File: config.mk
export PLATFORM = sky130hd
export DESIGN_NAME = bus_clk_prescaler
export DESIGN_NICKNAME = d
export VERILOG_FILES = /design/src/rtl/bcp_pkg.sv /design/src/rtl/bcp_order_clamp.sv /design/src/rtl/bcp_tick_gen.sv /design/src/rtl/bcp_gate.sv /design/src/rtl/bcp_regs.sv /design/src/rtl/bus_clk_prescaler.sv
export SDC_FILE = /design/constraint.sdc
export NUM_CORES = 1
export LEC_CHECK = 0
export BUFFER_PORTS_ARGS = -buffer_cell sky130_fd_sc_hd__buf_2
export CORE_MARGIN = 2
export CORE_UTILIZATION = 31
export DETAILED_ROUTE_END_ITERATION = 8
export PLACE_DENSITY = 0.61
export SKIP_LAST_GASP = 1
export SLEW_MARGIN = 20
export SYNTH_ARGS = -nofsm -noshare
export SYNTH_HDL_FRONTEND = slang
export SYNTH_HIERARCHICAL = 1
export SYNTH_SLANG_ARGS = --single-unit
export TNS_END_PERCENT = 10
File: constraint.sdc
create_clock -name clk -period 3.04 [get_ports clk]
set_input_delay 0.608 -clock clk [delete_from_list [all_inputs] [get_ports clk]]
set_output_delay 0.608 -clock clk [all_outputs]
set_load 0.03 [all_outputs]
File: src/rtl/bcp_pkg.sv
package bcp_pkg;
   localparam int NDOM = 4;
   localparam int DOM_CPU = 0;
   localparam int DOM_HSB = 1;
   localparam int DOM_PBA = 2;
   localparam int DOM_PBB = 3;

   localparam int ADR_MAIN  = 0;
   localparam int ADR_DIV   = 1;
   localparam int ADR_ERR   = 2;
   localparam int ADR_MASK0 = 4;

   function automatic int parent_of(input int d);
      case (d)
         DOM_CPU: return DOM_CPU;
         DOM_HSB: return DOM_CPU;
         default: return DOM_HSB;
      endcase
   endfunction
endpackage

File: src/rtl/bcp_order_clamp.sv
module bcp_order_clamp
   import bcp_pkg::*;
#(
   parameter int SEL_W = 3,
   parameter int KW    = 4
) (
   input  logic [NDOM*(SEL_W+1)-1:0] div_req,
   output logic [NDOM*KW-1:0]        eff_k,
   output logic                      order_viol
);
   localparam int FW = SEL_W + 1;

   function automatic logic [NDOM*KW:0] clamp_fn(input logic [NDOM*FW-1:0] req);
      logic [KW-1:0] ek [NDOM];
      logic [KW-1:0] rk;
      logic [FW-1:0] fld;
      logic          bad;
      logic [NDOM*KW-1:0] flat;
      bad  = 1'b0;
      flat = '0;
      for (int d = 0; d < NDOM; d++) begin
         fld = req[d*FW +: FW];
         rk  = fld[SEL_W] ? (KW'(fld[SEL_W-1:0]) + KW'(1)) : '0;
         if (d == 0) begin
            ek[d] = rk;
         end else if (rk < ek[parent_of(d)]) begin
            ek[d] = ek[parent_of(d)];
            bad   = 1'b1;
         end else begin
            ek[d] = rk;
         end
         flat[d*KW +: KW] = ek[d];
      end
      return {bad, flat};
   endfunction

   always_comb begin
      {order_viol, eff_k} = clamp_fn(div_req);
   end
endmodule

File: src/rtl/bcp_tick_gen.sv
module bcp_tick_gen
   import bcp_pkg::*;
#(
   parameter int SEL_W = 3,
   parameter int KW    = 4
) (
   input  logic                   clk,
   input  logic                   rst_n,
   input  logic                   main_tick,
   input  logic [NDOM*KW-1:0]     pend_k,
   output logic [NDOM-1:0]        dom_en,
   output logic [(2**SEL_W)-1:0]  cnt_o,
   output logic [NDOM*KW-1:0]     act_k_o
);
   localparam int CNT_W = 2**SEL_W;

   logic [CNT_W-1:0]   cnt_q;
   logic [NDOM*KW-1:0] act_q;
   logic               wrap_pt;

   assign wrap_pt = main_tick && (cnt_q == '0);

   always_ff @(posedge clk or negedge rst_n) begin
      if (!rst_n) begin
         cnt_q <= '0;
         act_q <= '0;
      end else if (main_tick) begin
         cnt_q <= cnt_q + CNT_W'(1);
         if (wrap_pt) begin
            act_q <= pend_k;
         end
      end
   end

   genvar d;
   generate
      for (d = 0; d < NDOM; d++) begin : g_dom
         logic [CNT_W-1:0] low_mask;
         assign low_mask  = ~({CNT_W{1'b1}} << act_q[d*KW +: KW]);
         assign dom_en[d] = main_tick && ((cnt_q & low_mask) == '0);
      end
   endgenerate

   assign cnt_o   = cnt_q;
   assign act_k_o = act_q;
endmodule

File: src/rtl/bcp_gate.sv
module bcp_gate
   import bcp_pkg::*;
#(
   parameter int NMOD = 32
) (
   input  logic [NDOM-1:0]      dom_en,
   input  logic [NDOM*NMOD-1:0] masks,
   output logic [NDOM*NMOD-1:0] mod_en
);
   genvar d;
   generate
      for (d = 0; d < NDOM; d++) begin : g_dom
         assign mod_en[d*NMOD +: NMOD] = masks[d*NMOD +: NMOD] & {NMOD{dom_en[d]}};
      end
   endgenerate
endmodule

File: src/rtl/bcp_regs.sv
module bcp_regs
   import bcp_pkg::*;
#(
   parameter int               ADDR_W   = 3,
   parameter int               DATA_W   = 32,
   parameter int               SEL_W    = 3,
   parameter int               NMOD     = 32,
   parameter logic [NMOD-1:0]  MASK_RST = '0
) (
   input  logic                       clk,
   input  logic                       rst_n,
   input  logic                       we,
   input  logic [ADDR_W-1:0]          addr,
   input  logic [DATA_W-1:0]          wdata,
   output logic [DATA_W-1:0]          rdata,
   input  logic                       order_viol,
   output logic                       pll_sel,
   output logic [NDOM*(SEL_W+1)-1:0]  div_req,
   output logic [NDOM*NMOD-1:0]       masks,
   output logic                       err
);
   localparam int DIVW = NDOM * (SEL_W + 1);

   logic div_wr_q;
   logic hit_main, hit_div, hit_err;

   assign hit_main = we && (addr == ADDR_W'(ADR_MAIN));
   assign hit_div  = we && (addr == ADDR_W'(ADR_DIV));
   assign hit_err  = we && (addr == ADDR_W'(ADR_ERR));

   always_ff @(posedge clk or negedge rst_n) begin
      if (!rst_n) begin
         pll_sel  <= 1'b0;
         div_req  <= '0;
         div_wr_q <= 1'b0;
         err      <= 1'b0;
      end else begin
         div_wr_q <= hit_div;
         if (hit_main) pll_sel <= wdata[0];
         if (hit_div)  div_req <= wdata[DIVW-1:0];
         if (hit_err && wdata[0]) err <= 1'b0;
         if (div_wr_q && order_viol) err <= 1'b1;
      end
   end

   genvar d;
   generate
      for (d = 0; d < NDOM; d++) begin : g_mask
         always_ff @(posedge clk or negedge rst_n) begin
            if (!rst_n) begin
               masks[d*NMOD +: NMOD] <= MASK_RST;
            end else if (we && (addr == ADDR_W'(ADR_MASK0 + d))) begin
               masks[d*NMOD +: NMOD] <= wdata[NMOD-1:0];
            end
         end
      end
   endgenerate

   always_comb begin
      rdata = '0;
      if (addr == ADDR_W'(ADR_MAIN)) rdata = DATA_W'(pll_sel);
      if (addr == ADDR_W'(ADR_DIV))  rdata = DATA_W'(div_req);
      if (addr == ADDR_W'(ADR_ERR))  rdata = DATA_W'(err);
      for (int m = 0; m < NDOM; m++) begin
         if (addr == ADDR_W'(ADR_MASK0 + m)) rdata = DATA_W'(masks[m*NMOD +: NMOD]);
      end
   end
endmodule

File: src/rtl/bus_clk_prescaler.sv
module bus_clk_prescaler
   import bcp_pkg::*;
#(
   parameter int               ADDR_W   = 3,
   parameter int               DATA_W   = 32,
   parameter int               SEL_W    = 3,
   parameter int               NMOD     = 32,
   parameter logic [NMOD-1:0]  MASK_RST = '0
) (
   input  logic                   clk,
   input  logic                   rst_n,
   input  logic                   osc_tick,
   input  logic                   pll_tick,
   input  logic                   reg_we,
   input  logic [ADDR_W-1:0]      reg_addr,
   input  logic [DATA_W-1:0]      reg_wdata,
   output logic [DATA_W-1:0]      reg_rdata,
   output logic [3:0]             dom_en,
   output logic [4*NMOD-1:0]      mod_en,
   output logic                   cfg_err
);
   localparam int KW    = $clog2((2**SEL_W) + 1);
   localparam int CNT_W = 2**SEL_W;
   localparam int DIVW  = NDOM * (SEL_W + 1);

   generate
      if (NDOM != 4) begin : g_bad_ndom
         $error("domain count must be four");
      end
      if (DATA_W < NMOD || DATA_W < DIVW) begin : g_bad_dw
         $error("DATA_W too narrow for masks or divider fields");
      end
      if (ADDR_W < 3) begin : g_bad_aw
         $error("ADDR_W must reach the mask block");
      end
      if (SEL_W < 1 || SEL_W > 5) begin : g_bad_sel
         $error("SEL_W out of supported range");
      end
   endgenerate

   logic                   pll_sel_q;
   logic                   main_tick;
   logic [DIVW-1:0]        div_req;
   logic [NDOM*KW-1:0]     pend_k;
   logic [NDOM*KW-1:0]     act_k;
   logic [CNT_W-1:0]       cnt_q;
   logic                   order_viol;
   logic [NDOM*NMOD-1:0]   masks;

   assign main_tick = pll_sel_q ? pll_tick : osc_tick;

   bcp_regs #(
      .ADDR_W(ADDR_W), .DATA_W(DATA_W), .SEL_W(SEL_W),
      .NMOD(NMOD), .MASK_RST(MASK_RST)
   ) u_regs (
      .clk(clk), .rst_n(rst_n), .we(reg_we), .addr(reg_addr),
      .wdata(reg_wdata), .rdata(reg_rdata), .order_viol(order_viol),
      .pll_sel(pll_sel_q), .div_req(div_req), .masks(masks), .err(cfg_err)
   );

   bcp_order_clamp #(.SEL_W(SEL_W), .KW(KW)) u_clamp (
      .div_req(div_req), .eff_k(pend_k), .order_viol(order_viol)
   );

   bcp_tick_gen #(.SEL_W(SEL_W), .KW(KW)) u_tick (
      .clk(clk), .rst_n(rst_n), .main_tick(main_tick), .pend_k(pend_k),
      .dom_en(dom_en), .cnt_o(cnt_q), .act_k_o(act_k)
   );

   bcp_gate #(.NMOD(NMOD)) u_gate (
      .dom_en(dom_en), .masks(masks), .mod_en(mod_en)
   );
endmodule

==> impl_metrics.py, run 1 <==
metrics = {
    "status": {
        "status": "complete, but fails checks",
        "violations": "setup timing",
    },
    "power": {
        "pwr-share-comb_pct": 55.1,
        "p_leak_nw": 5.93,
        "p_int_mw": 6.73,
        "seqPwrFrac_pct": 27.4,
        "powerDensity_mw_per_mm2": 1000,
        "power_switching_mw": 5.60,
        "switching_share_pct": 45.4,
        "clkPwrFrac_pct": 17.5,
        "irDropWorstVdd_v": 0.000598,
    },
    "setup_path": {
        "worstPathCellList": "ha_2, xor2_1, nand2_1, ha_4, nand3_4, a21oi_2, nand2b_4, mux2i_4, ha_1, o21a_1, o21ai_1, nand2b_1, o21ai_2, mux2i_1, mux2_4",
        "crit_fanout": 4,
        "worst_path_max_delay_cell": "dfrtp_1",
        "worst_setup_path_end_kind": "register",
        "r2r-start": "u_regs/div_req[1]",
        "worstSetupStartpointType": "register",
        "worstSetupPathType": "reg2reg",
        "worst_r2r_endpoint": "u_tick/act_k_o[9]",
        "ff2ff_path_depth": 15,
        "max_stage_delay_ns": 0.41,
        "worstPathArrival_ns": 3.41,
        "reg2reg_slack_ns": -0.06,
        "worstPathRequired_ns": 3.35,
    },
    "floorplan": {
        "design.core.area_sq_mm": 0.0314,
        "dieArea_sq_mm": 0.0332,
        "start_util_pct": 31.3,
        "die_w_um": 182,
        "die_h_um": 182,
        "num_rows": 65,
        "io_pins": 205,
    },
    "place": {
        "dpl-instance-area_sq_mm": 0.0115,
        "place_ws_ns": -0.100,
        "place_congestion": 0.803,
        "port_buffers": 204,
        "dp.final_hpwl_mm": 20.0,
    },
    "min_path": {
        "hp-class": "in2async",
    },
    "logic_synthesis": {
        "ys_top_cells_by_count": "dfrtp_1 (171), mux2_2 (155), and2_2 (128)",
        "yosysMostFrequentCell": "dfrtp_1",
        "synthDistinctLibCells": 64,
        "postSynth.asyncResetShare_pct": 100,
        "ys_top_cells_by_area": "dfrtp_1 (44%), mux2_2 (18%), and2_2 (9.8%)",
        "syn_avg_cell_area_sq_um": 11.6,
        "synth_top_family_by_area": "multiplexers",
        "syn-cell-area_sq_mm": 0.00983,
        "ys_seq_area_share_pct": 43.5,
        "synthAdderAreaFrac_pct": 2.04,
        "synth_cells": 849,
        "yosysTopAreaCellShare_pct": 43.5,
        "synth_compound_area_share_pct": 7.12,
        "yosys.area.top_type": "dfrtp_1",
        "synth_mux_area_share_pct": 24.6,
        "yosysWarningCount": 6,
        "yosys.area_share.simple_pct": 17.6,
        "synth_edf_count": 0,
        "synth_seq_cells": 171,
        "synth_fp_nets": 905,
        "yosys.area_share.xor_xnor_pct": 0.980,
        "synth-main-ff-cell": "dfrtp_1",
    },
    "drt": {
        "routed-via-count": 7432,
        "wirelength_mm": 29.1,
        "drtAntennaViolNets": 0,
        "avgViaCountPerCell": 4.97,
        "remaining_drc_errors": 0,
        "wl_per_cell_um": 19.5,
        "dr.pass1.iters": 5,
        "drt_iter0_drc": 390,
    },
    "timing": {
        "fin_ws_ns": -0.0640,
        "slew_viol_final": 0,
        "fin_crit_sh_pct": 102,
        "hold_viol_final": 0,
        "fin_crit_ns": 3.10,
        "setup-tns-final_ns": -0.242,
        "slew_headroom_pct": 55.9,
        "finalSetupViolCount": 6,
        "hold_slack_ns": 0.146,
        "worstMarginPinSlew_ns": 0.662,
        "fmax_mhz": 322,
        "rsz0062_at_grt": "true",
        "skew_ns": 0.0131,
    },
    "layout": {
        "drive_gt1_share_pct": 59.1,
        "nets": 1133,
        "syn_to_final_growth_pct": 25.4,
        "filler_cell_count": 3096,
        "fin_area_sq_mm": 0.0123,
    },
    "grt": {
        "grt_pass1_wl_mm": 44.8,
        "grt_pass1_vias": 7537,
        "grt_usage_pct": 17.5,
        "grt-ovfl-total": 0,
        "grt_start_max_net_pins": 61,
        "antenna_found_initial": 2,
    },
    "clocking": {
        "cts_sinks": 171,
        "cts_tree": "done",
        "numCtsBuffers": 17,
        "root_buffer": "clkbuf_16",
        "htreeDepth": 4,
        "insertion_delay_ns": 0.43,
        "clk_path_buf_depth": 2,
        "clkSlewWorstSetupHoldPaths_ns": 0.08,
    },
    "job": {
        "maxCapViolCount": 0,
    },
}
==> kinds of logic (layout without fill, tap and decap cells) <==
group / Yosys count / after routing
other: 0 / 2
DFF: 171 / 171
muxes: 194 / 194
and+or+nand+nor: 276 / 276
AOI/OAI and AO/OA: 106 / 106
buffers and inverters: 75 / 316
adders and majority gates: 16 / 16
xor gates and xnor gates: 11 / 11
==> final cells by class <==
type	count	area, sq um	area share (%)
Antenna cell	2	5.00	0.0406
Sequential cell	171	4280	34.7
Clock inverter	13	126	1.02
Multi-Input combinational cell	603	5300	43.0
Tap cell	402	503	4.08
Clock buffer	19	443	3.59
Inverter	18	67.6	0.548
Timing Repair Buffer	266	1610	13.0
==> registers in the layout, indices dropped and copies added (netlist names) <==
register and count:
u_regs/masks 128, u_regs/div_req 16, u_tick/act_k_o 16, u_tick/cnt_o 8, u_regs/div_wr_q 1, u_regs/err 1, u_regs/pll_sel 1
==> routing by layer <==
| layer | vias up | share of wire (%) | global-route usage, % |
|---|---|---|---|
| met1 | 3779 | 45 | 23.4 |
| met2 | 180 | 48 | 28.9 |
| met3 | 26 | 4.6 | 3.45 |
| met5 | - | 0 | 0 |
| li1 | 3447 | - | - |
| met4 | 0 | 2.1 | 5.29 |
==> critical path: cells and delay by family, from the launching register on <==
family                   cells  cell delay [ns]
adder cells (fa/ha/maj)      3             0.78
multiplexers                 3             0.67
XOR/XNOR                     1             0.12
AND/OR/NAND/NOR              4             0.49
flip-flops                   1             0.41
AO/OA/AOI/OAI                4             0.52
==> metrics by stage <==
stage | power, mW | cells | util [%]
floorplan | 7.69 | 849 | -
global placement | 9.75 | 1446 | 36.6
detailed placement | 9.84 | 1446 | 36.6
CTS | 12.2 | 1484 | 38.8
global route | 13.0 | 1493 | 39.3
finish | 12.3 | 1494 | 39.3
==> placed cells by master (no fill, tap or decap), types with 4 or more instances in the layout <==
cell,count
a211oi_1,12
a21oi_1,20
a21oi_2,4
and2_1,17
and2_2,128
buf_12,7
buf_2,198
buf_4,55
clkbuf_16,17
dfrtp_1,171
ha_1,11
inv_1,17
inv_6,4
inv_8,4
mux2_2,155
mux2_4,11
mux2i_1,9
mux4_2,16
nand2_1,46
nand2b_1,4
nand3_1,5
nand4_1,6
nor2_1,36
nor3_1,4
o21ai_0,22
o21ai_1,4
o21ai_2,4
o22ai_1,5
o2bb2ai_1,12
xnor2_1,4
xor2_1,7
==> power groups by stage <==
| stage | Combinational (mW) | Sequential (mW) | Clock (mW) |
|---|---|---|---|
| finish | 6.80 | 3.38 | 2.16 |
| global route | 7.24 | 3.48 | 2.31 |
| CTS | 6.61 | 3.37 | 2.21 |
| detailed placement | 6.43 | 3.42 | 0 |
| global placement | 6.35 | 3.40 | 0 |
| floorplan | 4.49 | 3.20 | 0 |
==> worst max-delay path by stage <==
| stage | startpoint | endpoint | cells past startpoint |
|---|---|---|---|
| finish | u_regs/div_req[1] | u_tick/act_k_o[9] | 15 |
| global route | u_regs/div_req[5] | u_tick/act_k_o[14] | 14 |
| CTS | u_regs/div_req[4] | u_tick/act_k_o[9] | 16 |
| detailed placement | u_regs/div_req[5] | u_tick/act_k_o[9] | 14 |
| global placement | u_regs/div_req[4] | u_tick/act_k_o[10] | 14 |
| floorplan | u_regs/div_req[4] | u_tick/act_k_o[10] | 16 |
==> timing repair <==
item | 4_1_cts | 5_1_grt
cloned | 1 | 0
gates resized for setup | 15 | 22
hold buffers | 0 | 0
buffers inserted | 5 | 9
endpoints found under the setup margin | 119 | 122
pin swaps | 3 | 11
Note: power is estimated with default switching activity, not from simulation.
==> run 2, diff against run 1 <==
- PLACE_DENSITY: 0.61 -> 0.56
==> run 2 against run 1 <==
The flow still finishes with violations (setup timing). Fmax about the same. Core utilization is 0.59 points higher. Clock power is 12% higher. Sequential share of layout area fell by 0.48 points. Wire length rose by 1.1%. Register-to-register slack about the same. Clock skew down 0.0042 ns. Hold slack better by 0.072 ns. Setup slack worse by 0.00064 ns. Critical path type unchanged. Highest routed layer unchanged.
==> impl_metrics.py, run 2 (synthesis gave the netlist of run 1 again) <==
metrics = {
    "status": {
        "status": "complete, but fails checks",
        "violations": "setup timing",
    },
    "place": {
        "dpl-instance-area_sq_mm": 0.0115,
        "dp.final_hpwl_mm": 19.9,
        "place_ws_ns": -0.111,
        "place_congestion": 0.815,
        "port_buffers": 204,
    },
    "grt": {
        "grt-ovfl-total": 0,
        "grt_pass1_wl_mm": 44.8,
        "antenna_found_initial": 2,
        "grt_start_max_net_pins": 83,
        "grt_usage_pct": 17.6,
        "grt_pass1_vias": 7539,
    },
    "floorplan": {
        "die_h_um": 182,
        "io_pins": 205,
        "dieArea_sq_mm": 0.0332,
        "start_util_pct": 31.3,
        "design.core.area_sq_mm": 0.0314,
        "num_rows": 65,
        "die_w_um": 182,
    },
    "power": {
        "seqPwrFrac_pct": 26.5,
        "p_leak_nw": 6.00,
        "powerDensity_mw_per_mm2": 1020,
        "clkPwrFrac_pct": 18.9,
        "pwr-share-comb_pct": 54.6,
        "power_switching_mw": 5.60,
        "switching_share_pct": 43.7,
        "irDropWorstVdd_v": 0.000605,
        "p_int_mw": 7.21,
    },
    "setup_path": {
        "crit_family": "adder cells",
        "worst_r2r_endpoint": "u_tick/act_k_o[9]",
        "worst_setup_path_end_kind": "register",
        "worstSetupStartpointType": "register",
        "max_stage_delay_ns": 0.40,
        "reg2reg_slack_ns": -0.06,
        "cp.buffers_inverters": 0,
        "r2r-start": "u_regs/div_req[1]",
        "worstSetupPathType": "reg2reg",
        "ff2ff_path_depth": 15,
        "crit_fanout": 4,
        "worstPathCellList": "ha_2, xor2_1, nand2_1, ha_4, nand3_1, and2_4, nand2b_4, mux2i_4, ha_1, o21a_1, o21ai_1, nand2b_1, o21ai_2, mux2i_1, mux2_4",
        "worst_path_max_delay_cell": "dfrtp_1",
        "worstPathArrival_ns": 3.41,
        "worstPathRequired_ns": 3.35,
    },
    "timing": {
        "fin_crit_ns": 3.10,
        "hold_viol_final": 0,
        "slew_headroom_pct": 45.7,
        "slew_viol_final": 0,
        "worstMarginPinSlew_ns": 0.814,
        "fin_ws_ns": -0.0646,
        "rsz0062_at_grt": "true",
        "finalSetupViolCount": 5,
        "skew_ns": 0.00889,
        "fmax_mhz": 322,
        "hold_slack_ns": 0.218,
        "fin_crit_sh_pct": 102,
    },
    "drt": {
        "remaining_drc_errors": 0,
        "dr.pass1.iters": 6,
        "avgViaCountPerCell": 4.92,
        "drtAntennaViolNets": 0,
        "wirelength_mm": 29.4,
        "drt_iter0_drc": 473,
        "wl_per_cell_um": 19.6,
        "routed-via-count": 7367,
    },
    "layout": {
        "nets": 1136,
        "drive_gt1_share_pct": 59.2,
        "top_register": "u_regs/masks",
        "largest_reg_flops": 128,
        "final_cell_mix": "buf_2 (185), dfrtp_1 (168), mux2_2 (154), and2_2 (128), buf_4 (65)",
        "layout_commonest_cell": "buf_2",
        "syn_to_final_growth_pct": 27.2,
        "fin_area_sq_mm": 0.0125,
        "final_util_pct": 39.9,
    },
    "clocking": {
        "numCtsBuffers": 17,
        "insertion_delay_ns": 0.43,
        "cts_hold_buf": 0,
        "htreeDepth": 4,
        "cts_tree": "done",
        "clkSlewWorstSetupHoldPaths_ns": 0.07,
        "root_buffer": "clkbuf_16",
        "clk_path_buf_depth": 2,
        "cts_sinks": 171,
    },
    "min_path": {
        "hp-class": "in2async",
    },
    "job": {
        "maxCapViolCount": 0,
    },
}
run 2: cell types whose count changed in the layout (fill, tap and decap cells not counted), moves of 3 or more:
cell and change:
bufinv_16 +4, dfrtp_1 -3, buf_6 +3, buf_2 -13, buf_4 +10, dfrtp_2 +3
run 2: worst max-delay path by stage:
stage                            from                  to  slack (ns)  cells past startpoint
floorplan           u_regs/div_req[4]  u_tick/act_k_o[10]        0.07                     16
global placement    u_regs/div_req[4]  u_tick/act_k_o[10]       -0.02                     16
detailed placement  u_regs/div_req[4]  u_tick/act_k_o[10]       -0.11                     16
CTS                 u_regs/div_req[4]  u_tick/act_k_o[13]       -0.02                     16
global route        u_regs/div_req[1]   u_tick/act_k_o[9]       -0.21                     15
finish              u_regs/div_req[1]   u_tick/act_k_o[9]       -0.06                     15
run 2: repair_timing:
| item | CTS | global route |
|---|---|---|
| resized for setup | 30 | 24 |
| setup buffers | 15 | 3 |
| endpoints found under the setup margin | 91 | 136 |
| gates cloned | 1 | 2 |
| pin swaps | 5 | 11 |
run 2: area by class of cell:
| cell class | count | area [sq um] |
|---|---|---|
| repair buffers | 269 | 1750 |
| fillers | 3105 | 18900 |
| clock buffers | 19 | 443 |
| clock inverters | 13 | 203 |
| multi-input cells | 603 | 5270 |
| flip-flops and latches | 171 | 4280 |
| diodes | 1 | 2.50 |
| well taps | 402 | 503 |
| inverters | 18 | 67.6 |
run 2: power by group through the flow:
stage | Clock, mW | Sequential [mW] | Combinational (mW)
finish | 2.42 | 3.40 | 7.00
global route | 2.58 | 3.49 | 7.45
CTS | 2.48 | 3.38 | 6.80
detailed placement | 0 | 3.42 | 6.43
global placement | 0 | 3.40 | 6.40
floorplan | 0 | 3.20 | 4.49
run 2: layer usage:
| layer | wire, um | global-route usage, % | vias to the layer above |
|---|---|---|---|
| met2 | 14100 | 28.8 | 189 |
| met4 | 272 | 4.84 | 0 |
| li1 | - | - | 3449 |
| met3 | 1170 | 3.23 | 17 |
| met1 | 13800 | 23.9 | 3712 |
| met5 | 0 | 0 | - |
run 2: per-stage QoR:
step | TNS [ns] | power [mW] | std cells
after CTS | -0.0686 | 12.7 | 1491
after detailed placement | -0.473 | 9.85 | 1443
after global routing | -6.16 | 13.5 | 1496
after floorplan | 0 | 7.69 | 849
after global placement | -0.0768 | 9.80 | 1443
final | -0.192 | 12.8 | 1496
